<file path="src/rtl/memprot_pkg.sv">
package memprot_pkg;
    localparam int MP_REG_W      = 32;
    localparam int MP_SEL_W      = 3;
    localparam int MP_FIELD_W    = 12;
    localparam int MP_PORTS      = 10;
    localparam int MP_PORT_IDX_W = 4;
    localparam int MP_PORT_SPAN  = 1 << MP_PORT_IDX_W;
    localparam int MP_IDX_W      = 5;
    localparam int MP_COMMIT_BIT = 5;
    localparam int MP_FETCH_BIT  = 6;
    localparam int MP_SEC_W      = 2;
    localparam int MP_VALID_BIT  = 2;
    localparam int MP_PORTS_LSB  = 3;
    localparam int MP_RESULT_BIT = MP_PORTS_LSB + MP_PORTS;
    localparam int MP_ATTR_W     = MP_RESULT_BIT + 1;
    localparam int MP_WIN_W      = 2 * MP_FIELD_W;

    typedef enum logic [MP_SEL_W-1:0] {
        SEL_CMD   = 3'd0,
        SEL_PAGES = 3'd1,
        SEL_IDS   = 3'd2,
        SEL_ATTR  = 3'd3,
        SEL_DFLT  = 3'd4
    } cfg_sel_e;

    typedef enum logic [1:0] {
        OP_NONE,
        OP_COMMIT,
        OP_FETCH
    } cmd_op_e;

    typedef struct packed {
        logic [MP_FIELD_W-1:0] hi_page;
        logic [MP_FIELD_W-1:0] lo_page;
        logic [MP_FIELD_W-1:0] hi_id;
        logic [MP_FIELD_W-1:0] lo_id;
        logic                  deny;
        logic [MP_PORTS-1:0]   ports;
        logic                  valid;
        logic [MP_SEC_W-1:0]   sec;
    } rule_t;
endpackage

</file>
<file path="src/rtl/memprot_rule_match.sv">
module memprot_rule_match
    import memprot_pkg::*;
#(
    parameter int ADDR_W     = 32,
    parameter int PAGE_SHIFT = 20
) (
    input  rule_t                    entry,
    input  logic [MP_PORT_IDX_W-1:0] port,
    input  logic [MP_FIELD_W-1:0]    id,
    input  logic                     secure,
    input  logic [ADDR_W-1:0]        addr,
    output logic                     hit
);
    logic [MP_FIELD_W-1:0]   page;
    logic [MP_PORT_SPAN-1:0] port_map;
    logic                    port_ok, id_ok, page_ok, sec_ok;

    always_comb begin
        page     = MP_FIELD_W'(addr >> PAGE_SHIFT);
        port_map = MP_PORT_SPAN'(entry.ports);
        port_ok  = port_map[port];
        id_ok    = (id >= entry.lo_id) && (id <= entry.hi_id);
        page_ok  = (page >= entry.lo_page) && (page <= entry.hi_page);
        sec_ok   = secure ? entry.sec[0] : entry.sec[1];
        hit      = entry.valid && port_ok && id_ok && page_ok && sec_ok;
    end
endmodule

</file>
<file path="src/rtl/memprot_first_hit.sv">
module memprot_first_hit #(
    parameter int N = 20
) (
    input  logic [N-1:0] hit,
    input  logic [N-1:0] deny,
    output logic         any_hit,
    output logic         win_deny
);
    always_comb begin
        any_hit  = 1'b0;
        win_deny = 1'b0;
        for (int i = N - 1; i >= 0; i--) begin
            if (hit[i]) begin
                any_hit  = 1'b1;
                win_deny = deny[i];
            end
        end
    end
endmodule

</file>
<file path="src/rtl/memprot_table.sv">
module memprot_table
    import memprot_pkg::*;
#(
    parameter int NUM_RULES  = 20,
    parameter int ADDR_W     = 32,
    parameter int PAGE_SHIFT = 20
) (
    input  logic                     clk,
    input  logic                     rst_n,
    input  logic                     cfg_we,
    input  logic [MP_SEL_W-1:0]      cfg_sel,
    input  logic [MP_REG_W-1:0]      cfg_wdata,
    output logic [MP_REG_W-1:0]      cfg_rdata,
    input  logic                     req_valid,
    input  logic [MP_PORT_IDX_W-1:0] req_port,
    input  logic [MP_FIELD_W-1:0]    req_id,
    input  logic                     req_secure,
    input  logic [ADDR_W-1:0]        req_addr,
    output logic                     rsp_valid,
    output logic                     rsp_allow
);
    logic [MP_IDX_W-1:0]        sel_idx_q;
    logic [MP_WIN_W-1:0]        pages_q;
    logic [MP_WIN_W-1:0]        ids_q;
    logic [MP_ATTR_W-1:0]       attr_q;
    logic [MP_PORTS-1:0]        dflt_q;
    rule_t [NUM_RULES-1:0]      rule_vec;
    rule_t                      staged;
    rule_t                      fetched;
    logic [NUM_RULES-1:0]       hit_vec;
    logic [NUM_RULES-1:0]       deny_vec;
    logic [MP_IDX_W-1:0]        op_idx;
    cmd_op_e                    op;
    logic                       any_hit, win_deny, allow_c;
    logic [MP_PORT_SPAN-1:0]    dflt_ext;

    // staging registers viewed as one rule
    always_comb begin
        staged.lo_page = pages_q[MP_FIELD_W-1:0];
        staged.hi_page = pages_q[MP_WIN_W-1:MP_FIELD_W];
        staged.lo_id   = ids_q[MP_FIELD_W-1:0];
        staged.hi_id   = ids_q[MP_WIN_W-1:MP_FIELD_W];
        staged.sec     = attr_q[MP_SEC_W-1:0];
        staged.valid   = attr_q[MP_VALID_BIT];
        staged.ports   = attr_q[MP_PORTS_LSB +: MP_PORTS];
        staged.deny    = attr_q[MP_RESULT_BIT];
    end

    // command decode: commit outranks fetch, out-of-range index is a no-op
    always_comb begin
        op_idx = cfg_wdata[MP_IDX_W-1:0];
        op     = OP_NONE;
        if (cfg_we && cfg_sel == SEL_CMD && int'(op_idx) < NUM_RULES) begin
            if (cfg_wdata[MP_COMMIT_BIT])
                op = OP_COMMIT;
            else if (cfg_wdata[MP_FETCH_BIT])
                op = OP_FETCH;
        end
    end

    always_comb begin
        fetched = '0;
        for (int i = 0; i < NUM_RULES; i++)
            if (int'(op_idx) == i)
                fetched = rule_vec[i];
    end

    // register file writes
    always_ff @(posedge clk or negedge rst_n) begin
        if (!rst_n) begin
            sel_idx_q <= '0;
            pages_q   <= '0;
            ids_q     <= '0;
            attr_q    <= '0;
            dflt_q    <= '0;
        end else if (cfg_we) begin
            case (cfg_sel)
                SEL_CMD: begin
                    sel_idx_q <= op_idx;
                    if (op == OP_FETCH) begin
                        pages_q <= {fetched.hi_page, fetched.lo_page};
                        ids_q   <= {fetched.hi_id, fetched.lo_id};
                        attr_q  <= {fetched.deny, fetched.ports, fetched.valid, fetched.sec};
                    end
                end
                SEL_PAGES: pages_q <= cfg_wdata[MP_WIN_W-1:0];
                SEL_IDS:   ids_q   <= cfg_wdata[MP_WIN_W-1:0];
                SEL_ATTR:  attr_q  <= cfg_wdata[MP_ATTR_W-1:0];
                SEL_DFLT:  dflt_q  <= cfg_wdata[MP_PORTS-1:0];
                default: ;
            endcase
        end
    end

    // rule storage and per-rule comparators
    for (genvar g = 0; g < NUM_RULES; g++) begin : g_rule
        rule_t entry_q;
        always_ff @(posedge clk or negedge rst_n) begin
            if (!rst_n)
                entry_q <= '0;
            else if (op == OP_COMMIT && op_idx == MP_IDX_W'(g))
                entry_q <= staged;
        end
        assign rule_vec[g] = entry_q;
        assign deny_vec[g] = entry_q.deny;

        memprot_rule_match #(
            .ADDR_W    (ADDR_W),
            .PAGE_SHIFT(PAGE_SHIFT)
        ) u_match (
            .entry (entry_q),
            .port  (req_port),
            .id    (req_id),
            .secure(req_secure),
            .addr  (req_addr),
            .hit   (hit_vec[g])
        );
    end

    memprot_first_hit #(.N(NUM_RULES)) u_pick (
        .hit     (hit_vec),
        .deny    (deny_vec),
        .any_hit (any_hit),
        .win_deny(win_deny)
    );

    always_comb begin
        dflt_ext = MP_PORT_SPAN'(dflt_q);
        if (int'(req_port) >= MP_PORTS)
            allow_c = 1'b0;
        else if (any_hit)
            allow_c = !win_deny;
        else
            allow_c = !dflt_ext[req_port];
    end

    always_ff @(posedge clk or negedge rst_n) begin
        if (!rst_n) begin
            rsp_valid <= 1'b0;
            rsp_allow <= 1'b0;
        end else begin
            rsp_valid <= req_valid;
            rsp_allow <= req_valid && allow_c;
        end
    end

    always_comb begin
        case (cfg_sel)
            SEL_CMD:   cfg_rdata = MP_REG_W'(sel_idx_q);
            SEL_PAGES: cfg_rdata = MP_REG_W'(pages_q);
            SEL_IDS:   cfg_rdata = MP_REG_W'(ids_q);
            SEL_ATTR:  cfg_rdata = MP_REG_W'(attr_q);
            SEL_DFLT:  cfg_rdata = MP_REG_W'(dflt_q);
            default:   cfg_rdata = '0;
        endcase
    end
endmodule

</file>
<file path="config.mk">
export PLATFORM = sky130hd
export DESIGN_NAME = memprot_table
export DESIGN_NICKNAME = d
export VERILOG_FILES = /design/src/rtl/memprot_pkg.sv /design/src/rtl/memprot_rule_match.sv /design/src/rtl/memprot_first_hit.sv /design/src/rtl/memprot_table.sv
export SDC_FILE = /design/constraint.sdc
export NUM_CORES = 2
export LEC_CHECK = 0
export BUFFER_PORTS_ARGS = -buffer_cell sky130_fd_sc_hd__buf_2
export CAP_MARGIN = 20
export CELL_PAD_IN_SITES_DETAIL_PLACEMENT = 1
export CELL_PAD_IN_SITES_GLOBAL_PLACEMENT = 2
export CORE_MARGIN = 2
export CORE_UTILIZATION = 38
export CTS_BUF_LIST = sky130_fd_sc_hd__clkbuf_16
export CTS_CLUSTER_DIAMETER = 100
export DETAILED_ROUTE_END_ITERATION = 16
export PLACE_DENSITY_LB_ADDON = 0.1
export REMOVE_ABC_BUFFERS = 1
export SYNTH_ARGS = -nofsm -noshare
export SYNTH_HDL_FRONTEND = slang
export SYNTH_SLANG_ARGS = --single-unit
</file>
<file path="constraint.sdc">
create_clock -name clk -period 2.8 [get_ports clk]
set_input_delay 0.56 -clock clk [delete_from_list [all_inputs] [get_ports clk]]
set_output_delay 0.56 -clock clk [all_outputs]
set_load 0.005 [all_outputs]
</file>
Yosys cells after proc, flatten, opt, wreduce, memory -nomap -nowiden
Index checks and enable logic that the tools add are counted.
{ "word_totals": {"elab_cells": 585, "output_inout_bits": 34, "input_bits": 88, "register_bits": 1319} }
{ "classes": {"muxes": 134, "eq_ne": 45, "n_reduce_logical": 156, "n_lt_le_gt_ge": 83} }
{ "op_table": {"columns": ["op", "count"], "rows": [
  ["2-to-1 mux 62 bit", 20],
  [">= comparator 12 bit", 40],
  ["less-or-equal comparator 12 bit", 40],
  ["logical AND 1 bit", 143],
  ["one-hot mux 24 bit (5 select lines)", 1],
  ["one-hot mux 24 bit (2 select lines)", 2],
  ["binary-select mux 1 bit (select 4 bit)", 21],
  ["2-to-1 mux 1 bit", 83],
  ["== test 5 bit (second input constant)", 16],
  ["== test 5 x 4 -> 1 bit (second input constant)", 12],
  ["2-to-1 mux 24 bit", 2],
  ["== test 5 x 3 -> 1 bit (second input constant)", 6],
  ["one-hot mux 14 bit (2 select lines)", 1],
  ["== test 5 x 2 -> 1 bit (second input constant)", 3],
  ["2-to-1 mux 14 bit", 1],
  ["zero test 5 bit", 2],
  ["AND reduction 3 bit", 3],
  ["== test 3 x 2 -> 1 bit (second input constant)", 2],
  ["2-to-1 mux 2 bit", 3],
  ["nonzero test 2 bit", 3],
  ["== test 5 x 1 -> 1 bit (second input constant)", 1],
  ["< comparator 4 x 5 -> 1 bit (second input constant)", 1],
  ["< comparator 5 bit (second input constant)", 1],
  [">= comparator 4 bit (second input constant)", 1],
  ["8 further kinds", 10]
]} }

Logic depth before layout (Yosys ltp)
{ "logic_depth": {"ltp_word": 30, "ltp_mapped": 15, "mapped_depth_nobuf": 13} }

By module
Synthesis repeated with hierarchy kept, for this count alone.
{ "hier_totals": {"cells_unflattened": 8408, "area_unflattened_um2": 88029.4} }
{ "modules_own_cells": {"columns": ["module", "instances", "area_each_um2", "seq_area_each_um2", "cells_per_inst"], "rows": [
  ["memprot_table", 1, 61519.0, 33006.7, 5007],
  ["memprot_rule_match at g_rule[0].u_match ...", 19, 1312.5, 0.0, 168],
  ["memprot_rule_match at g_rule[1].u_match", 1, 1272.5, 0.0, 168],
  ["memprot_first_hit", 1, 300.3, 0.0, 41]
]} }

Least setup slack after synthesis
No wires, ideal clock.
{ "synth_timing": {"path_kind": "in2reg", "start": "input port req_id[0]", "end": "register rsp_allow", "setup_ps": 65, "path_stages": 12, "n_path_buf": 0, "required_time_ps": 2735, "path_slack_ps": -1019, "arrival_ps": 3753, "cell_sequence": "inv_1 -> ha_1 -> nor2b_1 -> o211ai_1 -> a21oi_1 -> a2111oi_0 -> o21ai_0 -> a2111oi_1 -> mux2_2 -> o21a_1 -> nor4b_2 -> a22o_1"} }
{ "synth_via": {"elab_chain_cells": 29, "elab_cells_between_ends": 164, "classes_between": "40 x order compare; 42 x mux; 82 x reduce/logical"} }
{ "synth_rtl": {"columns": ["element", "line", "text"], "rows": [
  ["from (decl)", "memprot_table.sv:16", "input logic [MP_FIELD_W-1:0] req_id,"],
  [">= comparator 12 bit / less-or-equal comparator 12 bit (equally long branches)", "memprot_rule_match.sv:22", "id_ok = (id >= entry.lo_id) && (id <= entry.hi_id);"],
  ["logical AND 1 bit", "memprot_rule_match.sv:22", null],
  ["logical AND 1 bit (3 in series)", "memprot_rule_match.sv:25", "hit = entry.valid && port_ok && id_ok && page_ok && sec_ok;"],
  ["2-to-1 mux 1 bit (20 in series)", "memprot_first_hit.sv:13", "if (hit[i]) begin"],
  ["zero test 1 bit", "memprot_table.sv:132", "allow_c = !win_deny;"],
  ["2-to-1 mux 1 bit *", "memprot_table.sv:131", "else if (any_hit)"],
  ["2-to-1 mux 1 bit *", "memprot_table.sv:129", "if (int'(req_port) >= MP_PORTS)"],
  ["logical AND 1 bit *", "memprot_table.sv:143", "rsp_allow <= req_valid && allow_c;"],
  ["to (signal assigned)", "memprot_table.sv:143", null],
  ["to (decl)", "memprot_table.sv:20", "output logic rsp_allow"]
]} }
Every way passes the cells marked *; elsewhere a longest branch is shown, timed or not.
A chain may end at the register's enable or synchronous reset.

Worst setup path after layout
{ "layout_timing": {"start": "register g_rule[2].entry_q[48] in the netlist's numbering", "end": "register rsp_allow"} }
{ "layout_via": {"elab_chain_cells": 11, "elab_cells_between_ends": 14, "classes_between": "1 x order compare; 8 x mux; 5 x reduce/logical"} }
{ "layout_rtl": {"columns": ["element", "line", "text"], "rows": [
  ["from (decl)", "memprot_table.sv:97", "rule_t entry_q;"],
  ["from (signal assigned)", "memprot_table.sv:102", "entry_q <= staged;"],
  [">= comparator 12 bit *", "memprot_rule_match.sv:23", "page_ok = (page >= entry.lo_page) && (page <= entry.hi_page);"],
  ["logical AND 1 bit *", "memprot_rule_match.sv:23", null],
  ["logical AND 1 bit * (2 in series)", "memprot_rule_match.sv:25", null],
  ["2-to-1 mux 1 bit (3 in series)", "memprot_first_hit.sv:13", null],
  ["zero test 1 bit", "memprot_table.sv:132", null],
  ["2-to-1 mux 1 bit *", "memprot_table.sv:131", null],
  ["2-to-1 mux 1 bit *", "memprot_table.sv:129", null],
  ["logical AND 1 bit *", "memprot_table.sv:143", null]
]} }
Marked as above.

==> summary.txt <==
Pwr
  – P per Cell Area: around 480 nW/um^2
  – Power share of the clock group: 0.427
  – Logic pwr share: 0.189
  – Worst VDD drop: 0.000657 V
  – Sw power: about 17000 uW
  – Leakage: ~0.056 uW
  – Flop pwr share: 0.385
  – Int Pwr: 36000 uW
  – Net Sw Frac: 0.320

Routing
  – Routed Antenna Nets: 0
  – Wire length per cell: approximately 33 um
  – Drt total wl: between 400 and 500 mm
  – Via Count: roughly 81000
  – # DRC: 0
  – Met2 Wirelength: between 200 and 250 mm
  – Routed wl met3: roughly 31 mm
  – Via density: 5.95
  – 1st-iter DRT viols: approximately 7300
  – DR pass1 iterations: 9
  – M1 wire length: ~190 mm
  – Highest routed layer: met5

Placed design
  – Setup WS pre-CTS: -1.95 ns
  – Placed Area: roughly 100000 um^2
  – Port Buf Inserts: 85
  – Post-DP HPWL: roughly 350 mm
  – Gpl congestion: roughly 1.0
  – Placed instance count: roughly 13000

Layout
  – P&R area growth vs syn: 35.1%
  – Design Area, Final: ~110000 um^2
  – Multi-input logic area: 45100 um^2
  – Layout Cells excl Fill: 13600
  – Sequential Area: 33000 um^2
  – Final Net Count: about 12000
  – Final core utilization: 0.518
  – Layout fillers: approximately 24000
  – Layout cells sized above 1: 0.331

Synthesis
  – Count leader, synth: dfrtp_1
  – Synth top area share: 0.401
  – Asr flop ratio synth: 1.00
  – Register bit total from synthesis: between 1000 and 1500
  – Netlist Area Pre-Place: slightly above 80000 um^2
  – Avg Cell Area, Syn: 9.61 um^2
  – Distinct cells, synth: between 80 and 90
  – Sequential cell area fraction in the yosys report: 0.401
  – Synth warn: 0
  – Post-synth EDFFs: 0
  – Largest area contributor in the synthesized netlist: dfrtp_1
  – Most common flop cell mapped by yosys: dfrtp_1
  – Synth cell count leaders: 1319 x dfrtp_1, 960 x ha_1, 954 x o21ai_0, 923 x nand2_1, 919 x inv_1
  – Synth top area cells: dfrtp_1 40%, ha_1 15%, mux2_2 8.5%
  – Cells after Synth: approximately 8600

Critical path
  – CP Class: register to register
  – Worst Setup Start Kind: register
  – CP endpoint kind: register
  – CP cell instances: inv_1 -> ha_1 -> o21ai_2 -> a211oi_4 -> o31ai_4 -> buf_6 -> a21oi_2 -> nor4b_4 -> nor4_2 -> nor3_2 -> buf_4 -> o211ai_1 -> a211oi_2 -> o21ai_2 -> a22o_1
  – Critical-path maximum fanout: 2
  – RR Startpoint: g_rule[2].entry_q[48]$_DFFE_PN0P_
  – Critical path origin: g_rule[2].entry_q[48]$_DFFE_PN0P_
  – Slowest cell on crit path: a211oi_4
  – Required @ worst endpoint: roughly 3.5 ns
  – Slowest stage delay, CP: 0.65 ns
  – Crit path top cell by count: o21ai_2
  – Arrival @ worst endpoint: ~4.3 ns

CTS
  – Clock root cell: clkbuf_16
  – Clk slew on worst S/H paths: around 0.06 ns
  – Total CTS buffers: between 150 and 200
  – CTS Buffer Depth: 3
  – H-tree depth: 4
  – Clk_lat worst skew: approximately 0.86 ns
  – TritonCTS clock tree: done
  – Clock Sinks: 1319

STA
  – RSZ-0062 raised after global routing: yes
  – Crit share post-route: 1.27
  – Worst Max-Slew Pin Slew: roughly 0.86 ns
  – Hold Vio Cnt, Final: 0
  – FMAX: around 0.28 GHz
  – Slew HR: 0.421
  – Final min period: between 3 and 4 ns
  – # setup viols final: 8
  – Clock Skew: approximately 0.040 ns
  – Slew Limit Fails: 0
  – Post-route setup slack: -0.746 ns

Global route
  – Largest net degree at the start of global routing: approximately 110
  – Number of global-route vias before repair: around 86000
  – Initial antenna violation count: 39
  – First-pass GRT wire length: between 600 and 700 mm
  – Total track usage: 0.405
  – Grt ovf: 0

Floorplan
  – IO Pins: between 100 and 150
  – Starting Density: 0.383
  – Core Region: 215000 um^2
  – Die W: ~470 um
  – Die Y: 470 um
  – Core Rows: 170
  – Die area: between 200000 and 250000 um^2

Min path
  – HP Start: cfg_wdata[20]
  – Worst hold path type: input pin to register

Status
  – Violated checks: negative setup slack
  – Status: complete, but fails checks

Run
  – Max-cap violations: 0
## cell type report
cell class / count / area share
sequential: 1319 / 0.296
antenna: 14 / 0.000315
clock buffer: 168 / 0.0378
multi-input combinational: 5803 / 0.405
inverter: 920 / 0.0310
tap: 2838 / 0.0319
timing repair buffer: 2405 / 0.186
clock inverter: 140 / 0.0118
## power groups by stage
stage	Combinational [uW]	Clock [uW]	Sequential [uW]
floorplan	2730	0	21000
detailed placement	9530	0	20700
finish	9980	22600	20300
global placement	9320	0	20600
CTS	9700	22800	20300
global route	10500	23500	20400
## metal layers
| metal | vias to the layer above | track usage |
|---|---|---|
| li1 | 34900 | - |
| met1 | 41900 | 0.524 |
| met2 | 3019 | 0.628 |
| met3 | 1022 | 0.0702 |
| met4 | 22 | 0.253 |
| met5 | - | 0 |
## kinds of logic after synthesis
family                   after synthesis  share of synthesized area
other                                  1                  0.0000455
flip-flops                          1319                      0.401
AO/OA/AOI/OAI                       2393                      0.181
multiplexers                         765                      0.111
adder cells (fa/ha/maj)              960                      0.146
buffers and inverters               1454                     0.0703
AND/OR/NAND/NOR                     1677                     0.0915
## sequential cells by signal (all words and copies together) (netlist names)
signal          cells
g_rule.entry_q   1220
ids_q              24
pages_q            24
deny_vec           20
attr_q             14
dflt_q             10
sel_idx_q           5
rsp_allow           1
rsp_valid           1
## metrics by stage
step	total power, uW	hold WS, ns	TNS, ns
after floorplan	23700	0.264	-2821.42
after global placement	29900	0.487	-329.56
after detailed placement	30200	0.493	-388.53
after CTS	52800	0.0482	-0.671
after global routing	54300	0.0740	-0.806
final	52900	0.0686	-0.933
## placed cells by master (no fill, tap or decap), drive strengths merged, types with 44 or more instances in the layout
| cell type | instances |
|---|---|
| buf | 2396 |
| dfrtp | 1319 |
| o21ai | 986 |
| ha | 960 |
| inv | 957 |
| nand2 | 923 |
| mux2 | 620 |
| a21oi | 387 |
| nor2 | 211 |
| clkbuf | 172 |
| a22oi | 152 |
| nand3 | 133 |
| o22ai | 130 |
| nand4 | 129 |
| a21o | 95 |
| a221oi | 93 |
| mux2i | 91 |
| a211oi | 90 |
| nor3 | 81 |
| clkinv | 81 |
| a222oi | 62 |
| o211ai | 60 |
| a31oi | 60 |
| nor2b | 57 |
| mux4 | 54 |
| nand2b | 52 |
| o221ai | 44 |
## worst paths after layout
path / to / slack, ns / depth (start not counted)
setup / recovery: rsp_allow$_DFF_PN0_ / -0.75 / 15
max in group asynchronous: ids_q[1]$_DFFE_PN0P_ / 1.27 / 4
min in group asynchronous: g_rule[13].entry_q[58]$_DFFE_PN0P_ / 0.28 / 2
hold / removal: pages_q[20]$_DFFE_PN0P_ / 0.07 / 3
hold reg to reg: g_rule[3].entry_q[40]$_DFFE_PN0P_ / 0.50 / 1
setup reg to reg: rsp_allow$_DFF_PN0_ / -0.75 / 15
## critical path, delay by kind of cell, from the launching register on
family	cells	cell delay, ns
AOI/OAI and AO/OA	8	1.83
adders and majority gates	1	0.28
buffers and inverters	3	0.37
DFF	1	0.34
and+or+nand+nor	3	0.56
## what timing repair did
action                     4_1_cts  5_1_grt
hold buffers                     5        0
setup endpoints to repair       48       61
buffers inserted                11       17
hold endpoints to repair        17        0
gates resized for setup        153      118
pin swaps                       52       62
cloned                           1        4
(Power assumes the default switching activity.)
